--- config.mk ---
export PLATFORM = sky130hd
export DESIGN_NAME = intPresenter
export DESIGN_NICKNAME = d
export VERILOG_FILES = /design/src/rtl/intPresenterPkg.sv /design/src/rtl/intPresenterCtl.sv /design/src/rtl/intPresenterDp.sv /design/src/rtl/intPresenter.sv
export SDC_FILE = /design/constraint.sdc
export NUM_CORES = 1
export LEC_CHECK = 0
export BUFFER_PORTS_ARGS = -buffer_cell sky130_fd_sc_hd__buf_2
export CAP_MARGIN = 0
export CORE_MARGIN = 2
export CORE_UTILIZATION = 42
export CTS_CLUSTER_SIZE = 8
export DETAILED_ROUTE_END_ITERATION = 12
export PLACE_DENSITY = 0.72
export SLEW_MARGIN = 0
export SYNTH_ARGS = -nofsm -noshare
export SYNTH_HDL_FRONTEND = slang
export SYNTH_SLANG_ARGS = --single-unit
export TNS_END_PERCENT = 5
--- constraint.sdc ---
create_clock -name clk -period 7.25 [get_ports clk]
set_input_delay 0.3625 -clock clk [delete_from_list [all_inputs] [get_ports clk]]
set_output_delay 0.3625 -clock clk [all_outputs]
set_load 0.01 [all_outputs]
--- src/rtl/intPresenterPkg.sv ---
package intPresenterPkg;

  typedef enum logic [2:0] {
    OP_NONE     = 3'd0,
    OP_ACCEPT   = 3'd1,
    OP_SET_PRIO = 3'd2,
    OP_SET_IPI  = 3'd3,
    OP_EOI      = 3'd4,
    OP_POLL     = 3'd5
  } swOpE;

  // strobes from control to datapath, one cycle each
  typedef struct packed {
    logic capture;     // latch status word and IPI priority for readback
    logic accept;      // processor priority <= pending priority
    logic clearPend;   // drop pending source, lower line
    logic setCppr;     // processor priority <= low byte of swData
    logic eoiCppr;     // processor priority <= top byte of swData
    logic setIpi;      // IPI priority <= low byte of swData
    logic rejPending;  // reject the held source to its owner
    logic rejIncoming; // reject the offered source
    logic bounce;      // refuse the offered source due to collision
    logic loadReq;     // hold the offered source
    logic loadIpi;     // hold the IPI
    logic eoi;         // send end-of-interrupt
    logic resend;      // ask for replay
  } ctlStrobeT;

endpackage

--- src/rtl/intPresenterCtl.sv ---
module intPresenterCtl
  import intPresenterPkg::*;
#(
  parameter int PRIO_W = 8,
  parameter int WORD_W = 32
) (
  input  logic [2:0]        swOp,
  input  logic [WORD_W-1:0] swData,
  input  logic              reqValid,
  input  logic [PRIO_W-1:0] reqPrio,
  input  logic [PRIO_W-1:0] cppr,
  input  logic [PRIO_W-1:0] pendPrio,
  input  logic [PRIO_W-1:0] ipiPrio,
  input  logic              srcBusy,
  input  logic              ownValid,
  output ctlStrobeT         st
);

  swOpE              opE;
  logic              opBusy;
  logic [PRIO_W-1:0] newPrio;
  logic [PRIO_W-1:0] eoiPrio;

  assign opE     = swOpE'(swOp);
  assign newPrio = swData[PRIO_W-1:0];
  assign eoiPrio = swData[WORD_W-1 -: PRIO_W];
  assign opBusy  = (opE == OP_ACCEPT) || (opE == OP_SET_PRIO) ||
                   (opE == OP_SET_IPI) || (opE == OP_EOI);

  always_comb begin
    st = '0;
    unique case (opE)
      OP_ACCEPT: begin
        st.capture   = 1'b1;
        st.accept    = 1'b1;
        st.clearPend = 1'b1;
      end
      OP_POLL: st.capture = 1'b1;
      OP_SET_PRIO: begin
        st.setCppr = 1'b1;
        if (newPrio < cppr) begin
          if (srcBusy && (newPrio <= pendPrio)) begin
            st.clearPend  = 1'b1;
            st.rejPending = ownValid;
          end
        end else if (!srcBusy) begin
          st.resend  = 1'b1;
          st.loadIpi = (ipiPrio < newPrio);
        end
      end
      OP_SET_IPI: begin
        st.setIpi = 1'b1;
        if ((newPrio < cppr) && !(srcBusy && (pendPrio <= newPrio))) begin
          st.loadIpi    = 1'b1;
          st.rejPending = srcBusy && ownValid;
        end
      end
      OP_EOI: begin
        st.eoiCppr = 1'b1;
        st.eoi     = 1'b1;
        if (!srcBusy) begin
          st.resend  = 1'b1;
          st.loadIpi = (ipiPrio < eoiPrio);
        end
      end
      default: ;
    endcase

    if (reqValid) begin
      if (opBusy) begin
        st.bounce = 1'b1;
      end else if ((reqPrio >= cppr) || (srcBusy && (pendPrio <= reqPrio))) begin
        st.rejIncoming = 1'b1;
      end else begin
        st.loadReq    = 1'b1;
        st.rejPending = srcBusy && ownValid;
      end
    end
  end

endmodule

--- src/rtl/intPresenterDp.sv ---
module intPresenterDp
  import intPresenterPkg::*;
#(
  parameter int PRIO_W  = 8,
  parameter int SRC_W   = 24,
  parameter int OWNER_W = 2,
  parameter int IPI_SRC = 2
) (
  input  logic                      clk,
  input  logic                      rstN,
  input  ctlStrobeT                 st,
  input  logic [PRIO_W+SRC_W-1:0]   swData,
  input  logic [SRC_W-1:0]          reqSource,
  input  logic [PRIO_W-1:0]         reqPrio,
  input  logic [OWNER_W-1:0]        reqOwner,
  output logic [PRIO_W-1:0]         cppr,
  output logic [SRC_W-1:0]          srcNum,
  output logic [PRIO_W-1:0]         pendPrio,
  output logic [PRIO_W-1:0]         ipiPrio,
  output logic                      ownValid,
  output logic                      srcBusy,
  output logic                      irqOut,
  output logic                      rdValid,
  output logic [PRIO_W+SRC_W-1:0]   rdData,
  output logic [PRIO_W-1:0]         rdIpiPrio,
  output logic                      rejValid,
  output logic [SRC_W-1:0]          rejSource,
  output logic [OWNER_W-1:0]        rejOwner,
  output logic                      bounceValid,
  output logic [SRC_W-1:0]          bounceSource,
  output logic [OWNER_W-1:0]        bounceOwner,
  output logic                      eoiValid,
  output logic [SRC_W-1:0]          eoiSource,
  output logic                      resendReq
);

  localparam int WORD_W = PRIO_W + SRC_W;
  localparam logic [PRIO_W-1:0] LEAST = '1;
  localparam logic [SRC_W-1:0]  IPI_NUM = SRC_W'(IPI_SRC);

  logic [OWNER_W-1:0] owner;
  logic [PRIO_W-1:0]  ipiEff;

  assign srcBusy = (srcNum != '0);
  assign ipiEff  = st.setIpi ? swData[PRIO_W-1:0] : ipiPrio;

  always_ff @(posedge clk or negedge rstN) begin
    if (!rstN) begin
      cppr         <= '0;
      srcNum       <= '0;
      pendPrio     <= LEAST;
      ipiPrio      <= LEAST;
      ownValid     <= 1'b0;
      owner        <= '0;
      irqOut       <= 1'b0;
      rdValid      <= 1'b0;
      rdData       <= '0;
      rdIpiPrio    <= '0;
      rejValid     <= 1'b0;
      rejSource    <= '0;
      rejOwner     <= '0;
      bounceValid  <= 1'b0;
      bounceSource <= '0;
      bounceOwner  <= '0;
      eoiValid     <= 1'b0;
      eoiSource    <= '0;
      resendReq    <= 1'b0;
    end else begin
      rdValid     <= st.capture;
      rejValid    <= st.rejPending | st.rejIncoming;
      bounceValid <= st.bounce;
      eoiValid    <= st.eoi;
      resendReq   <= st.resend;

      if (st.capture) begin
        rdData    <= {cppr, srcNum};
        rdIpiPrio <= ipiPrio;
      end
      if (st.rejIncoming) begin
        rejSource <= reqSource;
        rejOwner  <= reqOwner;
      end else if (st.rejPending) begin
        rejSource <= srcNum;
        rejOwner  <= owner;
      end
      if (st.bounce) begin
        bounceSource <= reqSource;
        bounceOwner  <= reqOwner;
      end
      if (st.eoi) eoiSource <= swData[SRC_W-1:0];

      if (st.accept)       cppr <= pendPrio;
      else if (st.setCppr) cppr <= swData[PRIO_W-1:0];
      else if (st.eoiCppr) cppr <= swData[WORD_W-1 -: PRIO_W];
      if (st.setIpi) ipiPrio <= swData[PRIO_W-1:0];

      if (st.loadReq) begin
        srcNum   <= reqSource;
        pendPrio <= reqPrio;
        ownValid <= 1'b1;
        owner    <= reqOwner;
        irqOut   <= 1'b1;
      end else if (st.loadIpi) begin
        srcNum   <= IPI_NUM;
        pendPrio <= ipiEff;
        ownValid <= 1'b0;
        irqOut   <= 1'b1;
      end else if (st.clearPend) begin
        srcNum   <= '0;
        pendPrio <= LEAST;
        ownValid <= 1'b0;
        irqOut   <= 1'b0;
      end
    end
  end

endmodule

--- src/rtl/intPresenter.sv ---
module intPresenter
  import intPresenterPkg::*;
#(
  parameter int PRIO_W  = 8,
  parameter int SRC_W   = 24,
  parameter int OWNER_W = 2,
  parameter int IPI_SRC = 2
) (
  input  logic                     clk,
  input  logic                     rstN,
  input  logic                     reqValid,
  input  logic [SRC_W-1:0]         reqSource,
  input  logic [PRIO_W-1:0]        reqPrio,
  input  logic [OWNER_W-1:0]       reqOwner,
  input  logic [2:0]               swOp,
  input  logic [PRIO_W+SRC_W-1:0]  swData,
  output logic                     irqOut,
  output logic                     rdValid,
  output logic [PRIO_W+SRC_W-1:0]  rdData,
  output logic [PRIO_W-1:0]        rdIpiPrio,
  output logic                     rejValid,
  output logic [SRC_W-1:0]         rejSource,
  output logic [OWNER_W-1:0]       rejOwner,
  output logic                     bounceValid,
  output logic [SRC_W-1:0]         bounceSource,
  output logic [OWNER_W-1:0]       bounceOwner,
  output logic                     eoiValid,
  output logic [SRC_W-1:0]         eoiSource,
  output logic                     resendReq
);

  localparam int WORD_W = PRIO_W + SRC_W;

  ctlStrobeT         st;
  logic [PRIO_W-1:0] cppr;
  logic [SRC_W-1:0]  srcNum;
  logic [PRIO_W-1:0] pendPrio;
  logic [PRIO_W-1:0] ipiPrio;
  logic              ownValid;
  logic              srcBusy;

  intPresenterCtl #(.PRIO_W(PRIO_W), .WORD_W(WORD_W)) u_ctl (
    .swOp(swOp), .swData(swData), .reqValid(reqValid), .reqPrio(reqPrio),
    .cppr(cppr), .pendPrio(pendPrio), .ipiPrio(ipiPrio),
    .srcBusy(srcBusy), .ownValid(ownValid), .st(st)
  );

  intPresenterDp #(.PRIO_W(PRIO_W), .SRC_W(SRC_W), .OWNER_W(OWNER_W),
                   .IPI_SRC(IPI_SRC)) u_dp (
    .clk(clk), .rstN(rstN), .st(st), .swData(swData),
    .reqSource(reqSource), .reqPrio(reqPrio), .reqOwner(reqOwner),
    .cppr(cppr), .srcNum(srcNum), .pendPrio(pendPrio), .ipiPrio(ipiPrio),
    .ownValid(ownValid), .srcBusy(srcBusy), .irqOut(irqOut),
    .rdValid(rdValid), .rdData(rdData), .rdIpiPrio(rdIpiPrio),
    .rejValid(rejValid), .rejSource(rejSource), .rejOwner(rejOwner),
    .bounceValid(bounceValid), .bounceSource(bounceSource),
    .bounceOwner(bounceOwner), .eoiValid(eoiValid), .eoiSource(eoiSource),
    .resendReq(resendReq)
  );

endmodule

==> results.toml, run 1 <==
[power_and_ir_drop]
clockPowerShare_pct = 25.8
power_frac_seq_pct = 41.2
finalPower_w = 0.00372
peakVddDrop_v = 0.000184
power.density_mw_per_mm2 = 372
p_int_w = 0.00240
power_frac_comb_pct = 33.0
switching_share_pct = 35.4
p_leak_nw = 5.22
switchingPower_w = 0.00132

[global_route]
globalRouteTotalUtil_pct = 20.7
first_global_vias = 6068
gr-total-overflow = 0
grt_pass1_wl_um = 32900
grt_max_degree = 112
grt_antenna_before_repair = 0

[detailed_routing]
drt_first_pass_iters = 5
ant_nets = 0
vias = 6196
drcViolationCount = 0
avgViaCountPerCell = 5.15
wire_per_inst_um = 17.2
wl_um = 20700
drtIter0Drc = 400

[clock_tree]
clk_path_buf_depth = 2
h-tree-depth = 4
clk_pin_slew_ns = 0.08
cts_resized = 0
numCtsBuffers = 17
cts_setup_buffers = 0
root_buffer = "clkbuf_16"
cts.sinks = 173
postCtsHoldBufs = 0
clock_latency_ns = 0.44
cts_tree = "built"

[timing]
slew_viol_final = 0
max_slew.worst_pin.slew_ns = 1.04
finClkSkew_ns = 0.0103
fin_tns_setup_ns = 0
setup_viol = 0
hold_viol = 0
fin_crit_sh_pct = 41.4
holdWs_ns = 0.0361
fin_crit_ns = 3.00
rsz0062_at_grt = "no"
max_freq_ghz = 0.333
max_slew_margin_pct = 30.6

[die]
ios = 194
rows = 51
coreArea_mm2 = 0.0193
die_x_um = 143
die-area_mm2 = 0.0206
start_util_pct = 42.4
die-height_um = 143

[worst_setup_path]
arrival_ns = 3.29
ff2ff_path_depth = 8
cp.required_ns = 7.54
crit_chain = "ha_1 > nor2b_1 > o211ai_1 > a21oi_1 > o21ai_0 > a311o_2 > mux2i_1 > a21oi_1"
cp_num_buf_inv = 0
path_delay_family = "compound AO/OA/AOI/OAI gates"
worstSetupEndpoint = "u_dp.rejSource[5]"
path_class = "register to register"
rrSetupSlack_ns = 4.25
reg2reg_from = "u_dp.pendPrio[1]"
end_kind = "register"
critPathLaunch = "u_dp.pendPrio[1]"
slowest_stage = "a311o_2"
cpMostUsedCell = "a21oi_1"
cp.depth = 8
critPathMaxFanout = 27
startpoint_type = "register"
reg2reg_to = "u_dp.rejSource[5]"
crit_path_max_incr_delay_ns = 0.87

[synth]
synth_top_area_cell = "dfrtp_1"
ys_seq_area_share_pct = 53.2
synth-seq-cells = 173
synth_edf_count = 0
yosys.area_share.simple_pct = 12.2
synth_compound_area_share_pct = 12.3
synth_ff_type = "dfrtp_1"
yosys.cell_types.count = 56
synth_fp_nets = 852
syn_area_per_cell_um2 = 11.1
synthCells = 735
synth_adder_area_share_pct = 6.89
async_flop_share_pct = 100
yosys-top-cells-area = "dfrtp_1 (48%), mux2_2 (8.1%), ha_1 (6.9%)"
synth_top_family_by_area = "compound AO/OA/AOI/OAI gates"
synth_area_mm2 = 0.00817
yosysWarnings = 0
synth-xor-area-share_pct = 0.107
muxShareOfSynthArea_pct = 11.4
synth.top_cell.area_share_pct = 48.1

[min_path]
hp-class = "input pin to asynchronous set/reset pin"

[finish]
fin_nets = 1042
multiInputGateArea_mm2 = 0.00352
layout_common_cells = "buf_2 (192), dfrtp_1 (157), nand2_1 (106), nor2_1 (70), mux2_2 (59)"
area_growth_pct = 22.5
seq_area_mm2 = 0.00435
final_cells = 1203
mostFrequentLayoutCell = "buf_2"
num_antenna_cells = 0
n_fill_cell = 1789
layout-drive-gt1-share_pct = 35.1

[place]
io_buffer_count = 193
place_congestion = 0.907
dpl.cell_count = 1171
place_hpwl_um = 14600

[flow_run]
cap_violations = 0

[outcome]
status = "finished, final reports clean"
-- worst min path at each step --
stage,endpoint,slack [ns],startpoint,depth (start not counted)
after floorplan,u_dp.bounceOwner[0],0.07,rstN,0
after global placement,u_dp.bounceSource[6],0.45,u_dp.bounceSource[6],2
after detailed placement,u_dp.bounceSource[17],0.46,u_dp.bounceSource[17],2
after CTS,u_dp.eoiSource[20],0.11,rstN,1
after global routing,u_dp.eoiSource[20],0.11,rstN,1
final,u_dp.eoiSource[0],0.04,rstN,1
-- sequential cells by signal, summed over array words and instances, names as in the netlist, 2 cells and up --
name               cells
u_dp.rejOwner          2
u_dp.rdData           32
u_dp.bounceSource     24
u_dp.ipiPrio           8
u_dp.rdIpiPrio         8
u_dp.owner             2
u_dp.cppr              8
u_dp.eoiSource        24
u_dp.srcNum           24
u_dp.pendPrio          8
u_dp.rejSource        24
u_dp.bounceOwner       2
-- cells by family after synthesis --
logic type,after synthesis
AOI/OAI and AO/OA,138
adders and majority gates,45
DFF,173
buffers and inverters,71
xor gates and xnor gates,1
and+or+nand+nor,221
muxes,86
-- synthesized netlist by cell type, drive strengths merged, types with 2 or more instances --
| master | number |
|---|---|
| inv | 40 |
| a21o | 3 |
| dfstp | 16 |
| nand4 | 7 |
| o21a | 9 |
| a21oi | 40 |
| clkbuf | 22 |
| or3 | 2 |
| o21ai | 21 |
| nor4 | 6 |
| nor3 | 4 |
| mux2i | 27 |
| and3 | 2 |
| o22a | 8 |
| nor2 | 72 |
| nand2 | 106 |
| nand2b | 8 |
| a211o | 2 |
| nor3b | 2 |
| a221oi | 8 |
| a211oi | 4 |
| ha | 45 |
| and2 | 2 |
| buf | 8 |
| a22o | 23 |
| dfrtp | 157 |
| o22ai | 9 |
| nor2b | 5 |
| mux2 | 59 |
-- power by group through the flow --
stage               logic (W)  clock network, W  registers, W
floorplan            0.000671                 0       0.00162
global placement      0.00121                 0       0.00154
detailed placement    0.00124                 0       0.00155
global route          0.00136           0.00102       0.00158
CTS                   0.00124          0.000980       0.00153
finish                0.00123          0.000962       0.00153
-- final cells by class --
class                   count  share of cell area, %
clock buffers              17                   4.25
clock inverters            15                   1.94
inverters                  41                   1.54
multi-input cells         491                   35.2
flip-flops and latches    173                   43.5
well taps                 265                   3.31
repair buffers            201                   10.3
-- per-stage QoR --
step,setup WS (ns),utilization (%),cell area [um^2]
final,4.25,51.9,10000
after global routing,4.07,51.9,10000
after CTS,4.21,51.9,10000
after floorplan,4.88,-,8170
after detailed placement,4.16,48.7,9390
after global placement,4.20,48.7,9390
-- per-layer routing --
layer	up-vias	part of all wire, %	track usage, %	wire [um]
li1	2965	-	-	-
met1	3059	45	27.6	9320
met5	-	0	0	0
met3	30	4.7	4.50	968
met4	0	2.3	7.38	482
met2	142	48	33.2	9950
Power figures use the tool's default switching activity.
==> run 2: changes to the inputs <==
==> constraint.sdc (replaced) <==
create_clock -name clk -period 2.9 [get_ports clk]
set_input_delay 0.145 -clock clk [delete_from_list [all_inputs] [get_ports clk]]
set_output_delay 0.145 -clock clk [all_outputs]
set_load 0.01 [all_outputs]
==> run 2 against run 1 <==
Against the previous run: worst setup slack got worse by 4.1 ns; non-clock buffer count rose by 70; routed wire length is 4.7% higher; power rose to 2.5 times the previous value; critical endpoint is now u_dp.pendPrio[2]; critical path type unchanged; via count rose by 4.8%; register-to-register slack worse by 4.1 ns; clock-buffer cell count is 4 higher; largest power group unchanged; die area stayed put; maximum frequency is 9.8% higher.
==> results.toml, run 2 (synthesized netlist as in run 1, its figures left out) <==
[outcome]
status = "finished, final reports clean"

[place]
place_congestion = 0.901
pre_cts_slack_ns = -0.130
placed_cell_area_mm2 = 0.00960
io_buffer_count = 193
place_hpwl_um = 15000
dpl.cell_count = 1193

[timing]
max_freq_ghz = 0.366
max_slew_margin_pct = 51.5
setup_viol = 0
finClkSkew_ns = 0.00937
slew_viol_final = 0
hold_viol = 0
max_slew.worst_pin.slew_ns = 0.723
fin_crit_ns = 2.73
fin_tns_setup_ns = 0
holdWs_ns = 0.0187
setup_ws_ns = 0.166
rsz0062_at_grt = "no"
fin_crit_sh_pct = 94.3

[finish]
fin_nets = 1112
layout_common_cells = "buf_2 (192), dfrtp_1 (157), nand2_1 (106), nor2_1 (70), mux2_2 (59)"
num_antenna_cells = 0
layout-drive-gt1-share_pct = 35.2
mostFrequentLayoutCell = "buf_2"
top_register = "u_dp.rdData"
area_growth_pct = 30.7
stdcell_area_mm2 = 0.0107
final_cells = 1272
largest_reg_flops = 32
n_fill_cell = 1681

[global_route]
grt_pass1_wl_um = 34400
globalRouteTotalUtil_pct = 21.6
first_global_vias = 6512
grt_antenna_before_repair = 0
grt_max_degree = 69
gr-total-overflow = 0

[detailed_routing]
vias = 6492
ant_nets = 0
avgViaCountPerCell = 5.10
drcViolationCount = 0
wire_per_inst_um = 17.0
drtIter0Drc = 347
wl_um = 21700
drt_first_pass_iters = 5

[worst_setup_path]
cp.required_ns = 3.23
end_kind = "register"
startpoint_type = "register"
ff2ff_path_depth = 10
reg2reg_to = "u_dp.pendPrio[2]"
critPathMaxFanout = 8
arrival_ns = 3.07
rrSetupSlack_ns = 0.17
path_class = "register to register"
cpMostUsedCell = "buf_4"
reg2reg_from = "u_dp.cppr[5]"
crit_chain = "inv_1 > ha_1 > and3_1 > a211oi_2 > nand2_1 > o32a_1 > buf_4 > nor3b_4 > buf_4 > a221oi_2"
slowest_stage = "dfrtp_1"
crit_path_max_incr_delay_ns = 0.38

[clock_tree]
cts.sinks = 173
clk_pin_slew_ns = 0.07
cts_tree = "built"
numCtsBuffers = 17
clock_latency_ns = 0.43
clk_path_buf_depth = 2
h-tree-depth = 4
root_buffer = "clkbuf_16"

[die]
die_x_um = 143
die-height_um = 143
rows = 51
coreArea_mm2 = 0.0193
die-area_mm2 = 0.0206
ios = 194
start_util_pct = 42.4

[power_and_ir_drop]
p_int_w = 0.00614
switching_share_pct = 34.7
power_frac_seq_pct = 40.6
clockPowerShare_pct = 24.2
power.density_mw_per_mm2 = 881
switchingPower_w = 0.00326
peakVddDrop_v = 0.000532
power_frac_comb_pct = 35.2
p_leak_nw = 5.53

[min_path]
hold_path_depth = 2
min_from = "swData[6]"
hp-class = "input pin to register"
min_delay_worst_endpoint = "u_dp.eoiSource[6]"

[flow_run]
cap_violations = 0
## run 2: worst max-delay path: cells and delay by family, from the launching register on
family | cells | cell delay, ns
AO/OA/AOI/OAI | 3 | 0.99
adder cells (fa/ha/maj) | 1 | 0.24
buffers and inverters | 3 | 0.48
flip-flops | 1 | 0.38
AND/OR/NAND/NOR | 3 | 0.55
## run 2: power groups by stage
stage,clock (W),combinational [W],sequential [W]
after global routing,0.00242,0.00365,0.00394
after global placement,0,0.00317,0.00382
final,0.00227,0.00331,0.00382
after detailed placement,0,0.00324,0.00385
after CTS,0.00232,0.00332,0.00382
after floorplan,0,0.00168,0.00404
## run 2: worst max-delay path by stage
stage	start	end	slack, ns	cells past startpoint
after global routing	u_dp.cppr[5]	u_dp.pendPrio[7]	0.04	10
after CTS	u_dp.srcNum[15]	u_dp.pendPrio[2]	0.05	7
after global placement	u_dp.pendPrio[2]	u_dp.srcNum[12]	-0.05	10
after detailed placement	u_dp.pendPrio[2]	u_dp.srcNum[15]	-0.13	10
after floorplan	u_dp.pendPrio[1]	u_dp.rejSource[10]	0.53	10
final	u_dp.cppr[5]	u_dp.pendPrio[2]	0.17	10
## run 2: routing by layer
| layer | wire, um | global-route usage (%) | vias to the layer above |
|---|---|---|---|
| met2 | 10600 | 35.3 | 176 |
| met4 | 572 | 7.95 | 0 |
| met5 | 0 | 0 | - |
| met1 | 9430 | 28.2 | 3179 |
| met3 | 1090 | 5.16 | 36 |
| li1 | - | - | 3101 |
## run 2: area by class of cell
| class | count | area (um^2) | share of cell area, % |
|---|---|---|---|
| Clock buffer | 21 | 480 | 4.50 |
| Clock inverter | 10 | 108 | 1.01 |
| Inverter | 41 | 154 | 1.44 |
| Multi-Input combinational cell | 491 | 3530 | 33.1 |
| Sequential cell | 173 | 4350 | 40.7 |
| Tap cell | 265 | 332 | 3.11 |
| Timing Repair Buffer | 271 | 1720 | 16.1 |
## run 2: per-stage QoR
stage | total power, W | util (%)
4_1_cts | 0.00946 | 55.4
3_5_place_dp | 0.00709 | 49.8
3_3_place_gp | 0.00698 | 49.8
6_report | 0.00941 | 55.4
2_1_floorplan | 0.00572 | -
5_1_grt | 0.0100 | 55.4
## run 2: what timing repair did
action	4_1_cts	5_1_grt
hold endpoints to repair	142	0
setup buffers	2	0
pin swaps	1	0
setup endpoints to repair	8	10
resized for setup	0	3
hold buffers	46	0
==> run 3: changes to the inputs <==
--- a/config.mk
+++ b/config.mk
@@ -15,5 +15,6 @@
 export SLEW_MARGIN = 0
 export SYNTH_ARGS = -nofsm -noshare
 export SYNTH_HDL_FRONTEND = slang
+export SYNTH_HIERARCHICAL = 1
 export SYNTH_SLANG_ARGS = --single-unit
 export TNS_END_PERCENT = 5
==> run 3 against run 2 <==
Against the previous run: critical path depth rose by 2; first-iteration DRC count fell by 25%; global-route usage fell by 0.65 points; sequential cell count did not move; sequential power rose by 3%; combinational power rose by 5%; core utilization rose by 2.2 points; largest power group unchanged; highest routed layer unchanged.
==> results.toml, run 3 <==
[global_route]
first_global_vias = 6305
grt_antenna_before_repair = 0
grt_pass1_wl_um = 33300
gr-total-overflow = 0
grt_max_degree = 61
globalRouteTotalUtil_pct = 21.0

[die]
coreArea_mm2 = 0.0188
die-height_um = 143
die-area_mm2 = 0.0204
start_util_pct = 43.1
ios = 194
rows = 50
die_x_um = 143

[synth]
synth_top_area_cell = "dfrtp_1"
synth-seq-cells = 173
async_flop_share_pct = 100
syn_area_per_cell_um2 = 12.4
synth_edf_count = 0
synth.top_cell.area_share_pct = 48.6
synthCells = 651
synth_fp_nets = 768
yosys-top-cells-area = "dfrtp_1 (49%), mux2_2 (15%), ha_1 (7.0%)"
yosys.cell_types.count = 47
synth_area_mm2 = 0.00808
ys_seq_area_share_pct = 53.8
synth_ff_type = "dfrtp_1"
synth_commonest_cells = "dfrtp_1 (157), mux2_2 (108), o21ai_0 (60), nand2_1 (48), ha_1 (45)"
synth_most_common_cell = "dfrtp_1"
yosysWarnings = 6

[detailed_routing]
wire_per_inst_um = 17.9
routed.top_layer = "met4"
vias = 6176
ant_nets = 0
wl_met3_um = 1470
wl_um = 21100
drt_first_pass_iters = 7
wl_met1_um = 9090
avgViaCountPerCell = 5.24
drtIter0Drc = 259
drcViolationCount = 0
route.met2.wl_um = 10200

[timing]
max_freq_ghz = 0.348
finClkSkew_ns = 0.0139
setup_viol = 0
holdWs_ns = 0.00146
rsz0062_at_grt = "yes"
max_slew_margin_pct = 59.0
max_slew.worst_pin.slew_ns = 0.614
fin_crit_ns = 2.87
fin_tns_setup_ns = 0
fin_crit_sh_pct = 99.0
slew_viol_final = 0
hold_viol = 0

[power_and_ir_drop]
peakVddDrop_v = 0.000523
p_leak_nw = 5.23
power.density_mw_per_mm2 = 897
finalPower_w = 0.00970

[finish]
multiInputGateArea_mm2 = 0.00352
mostFrequentLayoutCell = "buf_2"
layout_common_cells = "buf_2 (192), dfrtp_1 (155), mux2_2 (108), o21ai_0 (56), dlygate4sd3_1 (49)"
seq_area_mm2 = 0.00435
stdcell_area_mm2 = 0.0108
fin_nets = 1049
layout-drive-gt1-share_pct = 44.8
top_register = "u_dp/rdData"
final_cells = 1179
n_fill_cell = 1548
area_growth_pct = 33.8
num_antenna_cells = 0
largest_reg_flops = 32

[worst_setup_path]
startpoint_type = "register"
cp.required_ns = 3.20
arrival_ns = 3.18
path_class = "register to register"
critPathMaxFanout = 7
reg2reg_from = "u_dp/srcNum[16]"
reg2reg_to = "u_dp/rejSource[5]"
rrSetupSlack_ns = 0.03
ff2ff_path_depth = 12
end_kind = "register"

[clock_tree]
clk_pin_slew_ns = 0.07
root_buffer = "clkbuf_16"
numCtsBuffers = 17
h-tree-depth = 4
cts.sinks = 173
clock_latency_ns = 0.43
cts_tree = "built"
clk_path_buf_depth = 2

[min_path]
hp-class = "input pin to register"
min_from = "reqPrio[2]"
min_delay_worst_endpoint = "u_dp/pendPrio[2]"
hold_path_depth = 3

[place]
dpl.cell_count = 1082
place_hpwl_um = 14700
place_congestion = 0.861
placed_cell_area_mm2 = 0.00951
io_buffer_count = 193

[outcome]
status = "finished, final reports clean"

[flow_run]
cap_violations = 0
## run 3: how the worst max path moves through the flow
stage	cells past startpoint	end	slack [ns]	start
2_1_floorplan	10	u_dp/srcNum[10]	0.38	u_dp/cppr[1]
3_3_place_gp	11	u_dp/rejSource[11]	-0.02	u_dp/srcNum[20]
3_5_place_dp	11	u_dp/rejSource[6]	-0.19	u_dp/srcNum[20]
4_1_cts	11	u_dp/rejSource[6]	0.04	u_dp/srcNum[20]
5_1_grt	12	u_dp/rejOwner[0]	-0.06	u_dp/srcNum[16]
6_report	12	u_dp/rejSource[5]	0.03	u_dp/srcNum[16]
## run 3: timing repair
action / 4_1_cts / 5_1_grt
pin swaps: 1 / 11
hold buffers: 49 / 0
setup buffers: 2 / 14
endpoints found under the hold margin: 133 / 0
setup endpoints to repair: 62 / 57
gates resized for setup: 5 / 20
## run 3: metrics by stage
stage	util [%]	setup slack [ns]
after floorplan	-	0.376
after global placement	50.7	-0.0212
after detailed placement	50.7	-0.190
after CTS	56.7	0.0362
after global routing	57.6	-0.0576
final	57.6	0.0282
## run 3: where the power goes
| part | switching (W) | internal [W] |
|---|---|---|
| clock | 0.00103 | 0.00125 |
| sequential | 0.000621 | 0.00332 |
| combinational | 0.00170 | 0.00178 |
## run 3: logic make-up after synthesis
group	synth area share, %
and+or+nand+nor	6.44
buffers and inverters	4.18
DFF	53.8
xor gates and xnor gates	0.108
AOI/OAI and AO/OA	9.26
adders and majority gates	6.96
muxes	19.3
## run 3: final cells by class
type	instances	area share, %
clock inverter	13	1.34
inverter	38	1.32
sequential	173	40.2
multi-input combinational	408	32.5
timing repair buffer	294	17.8
clock buffer	19	4.10
tap	234	2.71
## run 3: critical path, stage by stage (launching register included)
cell	delay, ns
dfrtp_2	0.43
nor4_4	0.30
and4_1	0.25
nand3_2	0.11
inv_2	0.11
o31ai_2	0.09
a311oi_2	0.36
nand3b_1	0.20
a31oi_4	0.28
buf_12	0.17
buf_8	0.14
mux2i_1	0.21
o21ai_1	0.08
## run 3: routing by layer
metal / up-vias / GRT usage (%)
met2: 218 / 34.7
li1: 2897 / -
met4: 0 / 6.15
met3: 26 / 5.77
met5: - / 0
met1: 3035 / 27.1
